`config.mk`:
```
export PLATFORM = sky130hd
export DESIGN_NAME = lvladapt_ctrl
export DESIGN_NICKNAME = d
export VERILOG_FILES = /design/src/rtl/lvladapt_pkg.sv /design/src/rtl/lvladapt_window.sv /design/src/rtl/lvladapt_code.sv /design/src/rtl/lvladapt_ctrl.sv
export SDC_FILE = /design/constraint.sdc
export NUM_CORES = 1
export LEC_CHECK = 0
export BUFFER_PORTS_ARGS = -buffer_cell sky130_fd_sc_hd__buf_2
export CAP_MARGIN = 40
export CORE_MARGIN = 8
export CORE_UTILIZATION = 38
export CTS_BUF_LIST = sky130_fd_sc_hd__clkbuf_4
export DETAILED_ROUTE_END_ITERATION = 16
export MAX_ROUTING_LAYER = met4
export PLACE_DENSITY = 0.6
export SLEW_MARGIN = 20
export SYNTH_ARGS = -nofsm -noshare
export SYNTH_HDL_FRONTEND = slang
export SYNTH_SLANG_ARGS = --single-unit
```
`constraint.sdc`:
```
create_clock -name clk -period 6.3 [get_ports clk]
set_input_delay 0.945 -clock clk [delete_from_list [all_inputs] [get_ports clk]]
set_output_delay 0.945 -clock clk [all_outputs]
set_load 0.005 [all_outputs]
```
`src/rtl/lvladapt_pkg.sv`:
```
// Shared types for the level search controller.
// Assumes: phase encodings are visible at the top-level port and used by the bench.
package lvladapt_pkg;
    typedef enum logic [2:0] {
        PH_IDLE = 3'd0,
        PH_TOP  = 3'd1,
        PH_MID  = 3'd2,
        PH_DONE = 3'd3,
        PH_FAIL = 3'd4
    } phase_t;
endpackage

```
`src/rtl/lvladapt_window.sv`:
```
// Observation window: counts valid symbols and remembers whether any
// qualifying event occurred. Flags the last symbol of each window.
// Assumes: clear is held while no search phase is active.
module lvladapt_window #(
    parameter int WIN_LEN = 512
) (
    input  logic clk,
    input  logic rst_n,
    input  logic clear,
    input  logic sym_valid,
    input  logic evt,
    output logic win_end,
    output logic win_evt
);
    localparam int CW = (WIN_LEN > 1) ? $clog2(WIN_LEN) : 1;
    localparam logic [CW-1:0] LAST = CW'(WIN_LEN - 1);

    logic [CW-1:0] cnt;
    logic          seen;

    // Count valid symbols and accumulate the event flag within a window.
    always_ff @(posedge clk) begin
        if (!rst_n || clear) begin
            cnt  <= '0;
            seen <= 1'b0;
        end else if (sym_valid) begin
            if (cnt == LAST) begin
                cnt  <= '0;
                seen <= 1'b0;
            end else begin
                cnt  <= cnt + 1'b1;
                seen <= seen | evt;
            end
        end
    end

    // Window end and its combined event, including the final symbol.
    always_comb begin
        win_end = sym_valid && !clear && (cnt == LAST);
        win_evt = seen | (sym_valid & evt);
    end

    AST_WIN_WRAP: assert property (@(posedge clk) disable iff (!rst_n)
        win_end |=> (cnt == '0)) else $error("window did not restart");

endmodule

```
`src/rtl/lvladapt_code.sv`:
```
// Threshold DAC code register with saturating single steps.
// Assumes: step_up and step_dn are never both high.
module lvladapt_code #(
    parameter int CODE_W    = 6,
    parameter int INIT_CODE = 32
) (
    input  logic              clk,
    input  logic              rst_n,
    input  logic              reload,
    input  logic              step_up,
    input  logic              step_dn,
    output logic [CODE_W-1:0] code
);
    localparam logic [CODE_W-1:0] CODE_MAX = {CODE_W{1'b1}};
    localparam logic [CODE_W-1:0] CODE_INI = CODE_W'(INIT_CODE);

    // Load the start code or apply one saturating step.
    always_ff @(posedge clk) begin
        if (!rst_n || reload) begin
            code <= CODE_INI;
        end else if (step_up && code != CODE_MAX) begin
            code <= code + 1'b1;
        end else if (step_dn && code != '0) begin
            code <= code - 1'b1;
        end
    end

    AST_UNIT_STEP: assert property (@(posedge clk) disable iff (!rst_n)
        (rst_n && !reload) |=> (code == $past(code) || code == $past(code) + 1'b1
                                || code == $past(code) - 1'b1)) else $error("code jump");
    AST_NO_WRAP_HI: assert property (@(posedge clk) disable iff (!rst_n)
        (rst_n && !reload && code == CODE_MAX) |=> (code != '0)) else $error("wrap up");
    AST_NO_WRAP_LO: assert property (@(posedge clk) disable iff (!rst_n)
        (rst_n && !reload && code == '0) |=> (code != CODE_MAX)) else $error("wrap down");

endmodule

```
`src/rtl/lvladapt_ctrl.sv`:
```
// Level search controller: after lock, climbs the error level to the top
// data level, then descends to the middle-eye upper edge, one step per
// window at most, and latches each result on a window without events.
// Assumes: err_above reports the symbol above the level set by err_code.
module lvladapt_ctrl #(
    parameter int WIN_LEN   = 512,
    parameter int CODE_W    = 6,
    parameter int INIT_CODE = 32,
    parameter int TMO_W     = 6
) (
    input  logic              clk,
    input  logic              rst_n,
    input  logic              cdr_lock,
    input  logic              sym_valid,
    input  logic              msb_dec,
    input  logic              err_above,
    input  logic              pair_cfg,
    input  logic [TMO_W-1:0]  tmo_limit,
    output logic [CODE_W-1:0] err_code,
    output logic [CODE_W-1:0] top_code,
    output logic [CODE_W-1:0] mid_code,
    output logic [2:0]        phase,
    output logic              done,
    output logic              fail,
    output logic              ref_pair_sel
);
    import lvladapt_pkg::*;

    phase_t           ph;
    logic [TMO_W-1:0] tries;
    logic             active, evt, win_end, win_evt, budget_out;
    logic             step_up, step_dn, reload;

    // Event qualification per phase and step requests.
    always_comb begin
        active     = cdr_lock && (ph == PH_TOP || ph == PH_MID);
        evt        = (ph == PH_TOP) ? (msb_dec &  err_above) :
                     (ph == PH_MID) ? (msb_dec & ~err_above) : 1'b0;
        budget_out = (tries == tmo_limit);
        step_up    = active && ph == PH_TOP && win_end && win_evt && !budget_out;
        step_dn    = active && ph == PH_MID && win_end && win_evt && !budget_out;
        reload     = !cdr_lock || ph == PH_IDLE;
    end

    lvladapt_window #(.WIN_LEN(WIN_LEN)) u_window (
        .clk       (clk),
        .rst_n     (rst_n),
        .clear     (!active),
        .sym_valid (sym_valid),
        .evt       (evt),
        .win_end   (win_end),
        .win_evt   (win_evt)
    );

    lvladapt_code #(.CODE_W(CODE_W), .INIT_CODE(INIT_CODE)) u_code (
        .clk     (clk),
        .rst_n   (rst_n),
        .reload  (reload),
        .step_up (step_up),
        .step_dn (step_dn),
        .code    (err_code)
    );

    // Phase sequencing, budget counting and result latching.
    always_ff @(posedge clk) begin
        if (!rst_n) begin
            ph           <= PH_IDLE;
            tries        <= '0;
            top_code     <= '0;
            mid_code     <= '0;
            ref_pair_sel <= 1'b0;
        end else if (!cdr_lock) begin
            ph    <= PH_IDLE;
            tries <= '0;
        end else begin
            case (ph)
                PH_IDLE: begin
                    ph    <= PH_TOP;
                    tries <= '0;
                end
                PH_TOP, PH_MID: begin
                    if (win_end) begin
                        if (win_evt) begin
                            if (budget_out) ph <= PH_FAIL;
                            else            tries <= tries + 1'b1;
                        end else begin
                            tries <= '0;
                            if (ph == PH_TOP) begin
                                top_code <= err_code;
                                ph       <= PH_MID;
                            end else begin
                                mid_code     <= err_code;
                                ref_pair_sel <= pair_cfg;
                                ph           <= PH_DONE;
                            end
                        end
                    end
                end
                default: ph <= ph;
            endcase
        end
    end

    // Status decode from the phase register.
    always_comb begin
        phase = ph;
        done  = (ph == PH_DONE);
        fail  = (ph == PH_FAIL);
    end

    AST_IDLE_NO_LOCK: assert property (@(posedge clk) disable iff (!rst_n)
        !cdr_lock |=> (phase == 3'd0)) else $error("active without lock");
    AST_DONE_NEEDS_LOCK: assert property (@(posedge clk) disable iff (!rst_n)
        done |-> $past(cdr_lock)) else $error("done without lock");
    AST_DONE_FAIL_EXCL: assert property (@(posedge clk) disable iff (!rst_n)
        !(done && fail)) else $error("done and fail together");
    AST_FAIL_FREEZE: assert property (@(posedge clk) disable iff (!rst_n)
        (fail && cdr_lock) |=> $stable(err_code)) else $error("code moved after fail");

endmodule

```
=== After elaboration in Yosys (flattened, before gate mapping) ===
Cells that the tools add are included.

* Flip-flop bits (word level): 38
* Bits in latches: 0
* Bits in writable memories: 0
* ROM bits: 0
* Input port bits: 13
* Output and inout port bits: 24
* Word-level logic and storage cells: 76
* Memories: 0

* Add/subtract/negate cells: 4
* $mul: 0
* Divide/modulo/power cells: 0
* $lt $le $gt $ge: 0
* Equality and inequality tests: 10
* Shifts and indexed selects: 0
* Muxes and demuxes: 15
* Bitwise operators: 8
* Reductions and logical operators: 31

{| class="wikitable"
|+ Operators with widths
! operator !! count
|-
| 6-bit 2-to-1 mux || 5
|-
| 1-bit logical AND || 13
|-
| 6-bit by 1-bit adder with 6-bit output (second input constant) || 2
|-
| 6-bit case mux with 2 select lines || 1
|-
| 5-bit AND reduction || 2
|-
| 9-bit by 1-bit adder with 9-bit output (second input constant) || 1
|-
| 9-bit equality test (second input constant) || 1
|-
| 3-bit 2-to-1 mux || 3
|-
| 9-bit 2-to-1 mux || 1
|-
| 3-bit by 2-bit equality test with 1-bit output (second input constant) || 2
|-
| 6-bit equality test || 1
|-
| 3-bit inequality test (second input constant) || 2
|-
| 6-bit inequality test (second input constant) || 1
|-
| 3-bit case mux with 2 select lines || 1
|-
| 3-bit AND reduction || 2
|-
| 6-bit nonzero test || 1
|-
| 6-bit by 1-bit subtractor with 6-bit output (second input constant) || 1
|-
| 1-bit zero test || 4
|-
| 1-bit logical OR || 4
|-
| 1-bit 2-to-1 mux || 4
|-
| 2-bit nonzero test || 2
|-
| 1-bit AND || 3
|-
| 3-bit by 1-bit equality test with 1-bit output (second input constant) || 1
|-
| 3-bit equality test (second input constant) || 1
|-
| 6 further kinds || 9
|}

=== Longest topological paths before layout ===
Gate-level depths: netlist (run 1).

* Word-level depth: 11
* Gate-level depth with buffers: 14
* Mapped depth without buffers: 14

=== By module ===
A second synthesis (run 1) with hierarchy kept.

* Cells, all modules: 234
* Area total of the unflattened synthesis: 2083.2 µm²

{| class="wikitable"
|+ By module, submodules not included
! module !! instances !! cells an instance !! area each (µm²) !! seq. area each (µm²)
|-
| lvladapt_ctrl || 1 || 134 || 1179.9 || 440.4
|-
| lvladapt_window || 1 || 54 || 473.0 || 200.2
|-
| lvladapt_code || 1 || 46 || 430.4 || 120.1
|}

=== Worst setup path before layout (run 1) ===
No wires, ideal clock.

* Path kind: input port to flip-flop
* Start point: input err_above
* End point: register u_code.code[5]
* Library setup time: 0.119 ns
* Data arrival time: 3.296 ns
* Required time: 6.181 ns
* Slack: 2.885 ns
* Stages on the path: 10
* Cells stage by stage: nor3b_1 -> o2111a_2 -> o22ai_1 -> or2_2 -> ha_1 -> a211oi_1 -> o21ai_0 -> a2111oi_0 -> mux2_2 -> nor2_1

* Word-level cells in the longest chain between the ends: 10
* Elaborated cells on any way between the ends: 15
* Those cells by class: 3 x mux; 5 x bitwise; 7 x reduce/logical

{| class="wikitable"
|+ RTL lines
! item !! line !! text
|-
| from (decl) || lvladapt_ctrl.sv:16 || <nowiki>input logic err_above,</nowiki>
|-
| 1-bit NOT || lvladapt_ctrl.sv:38 || <nowiki>(ph == PH_MID) ? (msb_dec & ~err_above) : 1'b0;</nowiki>
|-
| 1-bit AND || lvladapt_ctrl.sv:38 ||
|-
| 1-bit 2-to-1 mux || lvladapt_ctrl.sv:38 ||
|-
| 1-bit 2-to-1 mux (*) || lvladapt_ctrl.sv:37 || <nowiki>evt = (ph == PH_TOP) ? (msb_dec & err_above) :</nowiki>
|-
| 1-bit AND (*) || lvladapt_window.sv:40 || <nowiki>win_evt = seen | (sym_valid & evt);</nowiki>
|-
| 1-bit OR (*) || lvladapt_window.sv:40 ||
|-
| 1-bit logical AND (on tied branches) (2 in series) || lvladapt_ctrl.sv:40, lvladapt_ctrl.sv:41 ||
|-
| 1-bit logical AND (on tied branches) || lvladapt_code.sv:21, lvladapt_code.sv:23 ||
|-
| 6-bit 2-to-1 mux / 2-bit nonzero test (equally long branches) || -- ||
|-
| to (signal assigned) || lvladapt_code.sv:22 || <nowiki>code <= code + 1'b1;</nowiki>
|-
| to (signal assigned) || lvladapt_code.sv:24 || <nowiki>code <= code - 1'b1;</nowiki>
|-
| to (decl) || lvladapt_code.sv:12 || <nowiki>output logic [CODE_W-1:0] code</nowiki>
|}

Every way passes the cells marked *; elsewhere a longest branch is shown, timed or not.
A chain may end at the register's enable or synchronous reset.

=== Worst setup path after layout (run 1) ===
Same ends and word-level chain as after synthesis.

==> flow_summary.yaml, run 1 <==
pwr:
  pwr-share-comb_pct: 7.0
  pwr_density_cell_mw_per_mm2: 171
  switchingPower_w: 0.0000998
  power_frac_clock_pct: 36.8
  p_int_w: 0.000333
  p_leak_nw: 0.925
  power_frac_seq_pct: 56.2
  power.total_w: 0.000433
  ir_drop_mv: 0.106
  p_sw_share_pct: 23.0
placement:
  gp_congestion: 0.876
  dp_hpwl_microns: 3980
  dp.cells: 357
  port_buffers: 36
floorplanning:
  rows: 28
  dieArea_sq_mm: 0.00853
  coreArea_sq_mm: 0.00578
  die_width_microns: 92.4
  ios: 37
  die_height_microns: 92.4
  start_util_pct: 38.4
sta:
  final.min_clock_period_ps: 3500
  fin_crit_sh_pct: 55.5
  hold_viol_final: 0
  fin_skew_ps: 5.15
  setup_viol: 0
  max_slew_margin_pct: 57.9
  worstMarginPinSlew_ps: 629
  fmax_mhz: 286
  rsz0062_at_grt: "no"
  slew_violations: 0
  setup_tns_ps: 0
setup_path:
  path_max_fanout: 7
  required_ps: 6540
  critPathCaptureType: "flip-flop"
  critical_path_class: "input pin to flip-flop"
  cp-start-kind: "input pin"
  crit_arrival_ps: 3740
finish:
  instances_no_fill: 364
  finalNetCount: 310
  syn_to_final_growth_pct: 14.1
  drive_gt1_share_pct: 18.7
  num_antenna_cells: 0
clock_network:
  root_buffer: "clkbuf_4"
  holdBufCountCts: 0
  cts_max_level: 2
  clockBufferDepth: 2
  postCtsSetupBuffers: 0
  cts.sinks: 38
  cts_buffers: 5
  ctsResizeCount: 0
  cts_tree: "yes"
  clk_pin_slew_ps: 110
  insertion_delay_ps: 340
synthesis:
  synthCells: 253
  synth_edf_count: 0
  async_reset_ff_share_pct: 0
  syn_avg_cell_area_sq_um: 8.76
  yosysWarnings: 0
  synthDistinctLibCells: 53
  synth-seq-cells: 38
  synth_area_sq_mm: 0.00222
  synth_nets: 274
  synth-seq-area-share_pct: 34.3
  synth-main-ff-cell: "dfxtp_1"
worst_hold_path:
  hp-class: "flip-flop to flip-flop"
global_route:
  grt_max_degree: 17
  grt_pass1_vias: 1914
  overflow: 0
  track_usage_pct: 13.1
  antenna_found_initial: 0
  grt_pass1_wl_microns: 8870
flow_run:
  max_cap_viol_count: 0
routing:
  drt-initial-drc-count: 79
  wl_per_cell_microns: 14.6
  ant_nets: 0
  first_pass_iters: 4
  wirelength_microns: 5310
  drc: 0
  viasPerCell: 5.44
  vias: 1980
outcome:
  outcome: "complete, no violations"
-- layout by cell type, fill, tap and decap left out, types with 6 or more instances in the layout --
master / n
a21oi_1: 8
buf_2: 36
dfxtp_1: 38
ha_1: 7
mux2i_1: 14
nand2_1: 22
nand3_1: 12
nand4_1: 8
nor2_1: 22
nor2b_1: 17
o211ai_1: 6
o21ai_0: 7
xnor2_1: 8
xor2_1: 6
-- kinds of logic after synthesis --
family	count (synthesis)	share of synthesized area, %
and+or+nand+nor	110	27.8
AOI/OAI and AO/OA	55	18.2
DFF	38	34.3
xor gates and xnor gates	14	5.53
buffers and inverters	13	2.54
muxes	15	6.83
adders and majority gates	8	4.85
-- power by group through the flow --
stage                     Clock [W]  Combinational (W)  Sequential (W)
final                      0.000160          0.0000303        0.000243
after detailed placement          0          0.0000304        0.000249
after global placement            0          0.0000302        0.000249
after CTS                  0.000167          0.0000304        0.000243
after global routing       0.000179          0.0000333        0.000244
after floorplan                   0          0.0000216        0.000247
-- cell type report --
cell class,instances,area (sq um)
repair buffers,36,180
clock buffers,5,37.5
clock inverters,2,33.8
inverters,6,22.5
fillers,596,3250
multi-input cells,202,1400
well taps,75,93.8
flip-flops and latches,38,761
-- sequential cells by signal (all words and copies together) (netlist names) --
name	count
u_window.cnt	9
mid_code	6
top_code	6
tries	6
u_code.code	6
phase	3
ref_pair_sel	1
u_window.seen	1
-- per-stage QoR --
| step | hold WS (ps) | util [%] | worst slack, ps | cell area (sq um) |
|---|---|---|---|---|
| floorplan | 458 | - | 2890 | 2220 |
| global placement | 471 | 42.5 | 2570 | 2460 |
| detailed placement | 475 | 42.5 | 2520 | 2460 |
| CTS | 494 | 43.7 | 2850 | 2530 |
| global route | 519 | 43.7 | 2450 | 2530 |
| finish | 491 | 43.7 | 2800 | 2530 |
-- cells in the mapped netlist (2+ instances only) --
library cell | instances | area share, %
a21oi_1 | 8 | 1.8
inv_1 | 5 | 0.85
a21o_1 | 4 | 1.4
buf_2 | 3 | 0.68
nor2b_1 | 17 | 4.8
and3_1 | 4 | 1.1
nand4_1 | 8 | 2.3
dfxtp_1 | 38 | 34
o2111ai_1 | 5 | 2.0
o21ai_1 | 3 | 0.68
a21boi_1 | 2 | 0.68
xnor2_1 | 8 | 3.2
a2111oi_0 | 2 | 0.79
xor2_1 | 6 | 2.4
nor3_1 | 2 | 0.45
nand3_1 | 12 | 2.7
o21ai_0 | 7 | 1.6
o211ai_1 | 6 | 2.0
nand2_1 | 22 | 3.7
and2_1 | 2 | 0.56
mux2i_1 | 14 | 6.3
and3b_1 | 2 | 0.79
nand3b_1 | 4 | 1.4
a211oi_1 | 3 | 1.0
nand2b_1 | 4 | 1.1
o22ai_1 | 5 | 1.4
nor2_1 | 22 | 3.7
or2_2 | 2 | 0.56
clkbuf_1 | 2 | 0.34
and4b_1 | 2 | 0.90
ha_1 | 7 | 4.0
-- worst max-delay path, cell delays in order --
cell and delay [ps]:
buf_2 110, nor3b_1 240, o2111a_2 310, o22ai_1 210, or2_2 410, ha_1 300, a211oi_1 340, o21ai_0 190
a2111oi_0 420, mux2_2 220, nor2_1 30
-- worst paths after layout --
kind	start	endpoint	slack, ps	cells past startpoint
worst min register to register	u_window.cnt[1]	u_window.cnt[1]	490	2
worst max-delay path	err_above	u_code.code[5]	2800	11
worst min-delay path	u_window.cnt[1]	u_window.cnt[1]	490	2
worst max register to register	u_window.cnt[2]	u_code.code[5]	2820	13
-- per-layer routing --
metal | vias up | GRT usage (%) | routed length (microns)
met4 | 0 | 3.76 | 54
met3 | 7 | 3.48 | 276
li1 | 1005 | - | -
met2 | 54 | 19.5 | 2320
met1 | 914 | 16.9 | 2660
met5 | - | - | 0
No activity file was read; power rests on OpenSTA's default activity.
==> inputs of run 2 (changes only) <==
--- a/config.mk
+++ b/config.mk
@@ -12,7 +12,7 @@
 export CTS_BUF_LIST = sky130_fd_sc_hd__clkbuf_4
 export DETAILED_ROUTE_END_ITERATION = 16
 export MAX_ROUTING_LAYER = met4
-export PLACE_DENSITY = 0.6
+export PLACE_DENSITY = 0.62
 export SLEW_MARGIN = 20
 export SYNTH_ARGS = -nofsm -noshare
 export SYNTH_HDL_FRONTEND = slang
==> constraint.sdc (replaced) <==
create_clock -name clk -period 3.2 [get_ports clk]
set_input_delay 0.48 -clock clk [delete_from_list [all_inputs] [get_ports clk]]
set_output_delay 0.48 -clock clk [all_outputs]
set_load 0.005 [all_outputs]
==> run 2 against run 1 <==
  * Setup slack worse by 2600 ps
  * First-iteration DRC count grew 34%
  * Final area up 7.5%
  * Register-to-register slack got worse by 2600 ps
  * Via count rose by 3.9%
  * Critical endpoint unchanged
  * Highest routed layer unchanged
==> flow_summary.yaml, run 2 (synthesis results as in run 1) <==
outcome:
  outcome: "complete, no violations"
placement:
  port_buffers: 36
  gp_congestion: 0.917
  place_ws_ps: -58.0
  dp_hpwl_microns: 4310
sta:
  finalWorstSetupSlack_ps: 212
  slew_violations: 0
  fin_skew_ps: 11.0
  rsz0062_at_grt: "no"
  worstMarginPinSlew_ps: 629
  max_slew_margin_pct: 57.9
  hold_viol_final: 0
  fmax_mhz: 335
  final.min_clock_period_ps: 2990
  setup_viol: 0
  fin_crit_sh_pct: 93.4
setup_path:
  r2r_end: "u_code.code[5]"
  crit_arrival_ps: 3240
  cp-start-kind: "flip-flop"
  critical_path_class: "flip-flop to flip-flop"
  timing.rr.start: "u_window.cnt[4]"
  critPathCaptureType: "flip-flop"
  reg2reg_depth: 13
  path_max_fanout: 5
  regToRegSetupSlack_ps: 210
  required_ps: 3450
finish:
  drive_gt1_share_pct: 25.5
  largest-register: "u_window.cnt"
  syn_to_final_growth_pct: 22.6
  num_antenna_cells: 0
  final_cell_mix: "dfxtp_1, buf_2, nand2_1, nor2_1, nor2b_1"
  fin_util_pct: 47.0
  largest_reg_flops: 9
  layout_commonest_cell: "dfxtp_1"
  finalNetCount: 326
worst_hold_path:
  hp-start: "pair_cfg"
  whs_path_depth: 3
  min_to: "ref_pair_sel"
  hp-class: "input pin to flip-flop"
clock_network:
  cts_tree: "yes"
  clockBufferDepth: 2
  cts_buffers: 5
  holdBufCountCts: 0
  root_buffer: "clkbuf_4"
  insertion_delay_ps: 350
  cts.sinks: 38
  clk_pin_slew_ps: 130
  cts_max_level: 2
routing:
  viasPerCell: 5.40
  wirelength_microns: 5710
  vias: 2058
  drt-initial-drc-count: 106
  drc: 0
  ant_nets: 0
  wl_per_cell_microns: 15.0
  first_pass_iters: 4
pwr:
  pwr_density_cell_mw_per_mm2: 353
  p_leak_nw: 1.04
  ir_drop_mv: 0.208
floorplanning:
  die_height_microns: 92.4
  start_util_pct: 38.4
  coreArea_sq_mm: 0.00578
  die_width_microns: 92.4
  dieArea_sq_mm: 0.00853
  ios: 37
  rows: 28
global_route:
  grt_max_degree: 17
  grt_pass1_wl_microns: 9620
  antenna_found_initial: 0
  overflow: 0
  grt_pass1_vias: 2024
  track_usage_pct: 14.0
flow_run:
  max_cap_viol_count: 0
## run 2: cell types whose count changed in the layout (fill, tap and decap cells not counted), sizes merged
| cell | delta |
|---|---|
| buf | +16 |
| bufinv | +1 |
## run 2: layer usage
metal / vias to the layer above / track usage, % / share of wire [%] / wire, microns
li1: 1030 / - / - / -
met1: 977 / 17.5 / 49 / 2770
met2: 47 / 21.3 / 45 / 2580
met3: 4 / 3.96 / 5.5 / 316
met4: 0 / 4.43 / 0.60 / 34
met5: - / - / 0 / 0
## run 2: power by group
| part | leakage [nW] | switching (W) | internal, W |
|---|---|---|---|
| Combinational | 0.675 | 0.0000404 | 0.0000267 |
| Clock | 0.0554 | 0.000171 | 0.000244 |
| Sequential | 0.307 | 0.00000153 | 0.000475 |
| Total | 1.04 | 0.000213 | 0.000746 |
## run 2: timing repair
action | 4_1_cts | 5_1_grt
endpoints found under the setup margin | 1 | 1
pin swaps | 1 | 4
cloned | 0 | 0
buffers inserted | 0 | 1
gates resized for setup | 2 | 11
## run 2: worst max-delay path by stage
stage / startpoint / end / slack [ps] / depth (start not counted)
6_report: u_window.cnt[4] / u_code.code[5] / 210 / 13
5_1_grt: u_window.cnt[3] / u_code.code[5] / 0.2 / 13
4_1_cts: u_window.cnt[4] / u_code.code[5] / 30 / 13
3_5_place_dp: u_window.cnt[4] / u_code.code[5] / -60 / 13
3_3_place_gp: u_window.cnt[4] / u_code.code[5] / 90 / 13
2_1_floorplan: u_window.cnt[2] / u_code.code[5] / 140 / 13
## run 2: critical path, stage by stage (launching register included)
cell      delay, ps
dfxtp_2         350
and3_1          180
nand3_1          90
nor2_1          120
ha_1            170
and4b_2         260
o211ai_1        140
or2_4           290
ha_1            330
o21ai_2         100
o21ai_1         190
or4b_1          450
o221ai_1        180
nor2_1           70
## run 2: final cells by class
type	instances	area, sq um
fill	587	3060
multi-input combinational	202	1430
sequential	38	762
timing repair buffer	52	300
tap	75	93.8
clock inverter	3	68.8
clock buffer	5	37.5
inverter	6	22.5
## run 2: metrics by stage
stage | total power [W] | setup TNS, ps | hold WS (ps) | area (sq um) | instances
after CTS | 0.000973 | 0 | 367 | 2680 | 380
after floorplan | 0.000529 | 0 | 458 | 2220 | 253
after global placement | 0.000553 | 0 | 475 | 2570 | 372
final | 0.000959 | 0 | 390 | 2720 | 381
after detailed placement | 0.000554 | -58.0 | 492 | 2570 | 372
after global routing | 0.00100 | 0 | 358 | 2720 | 381
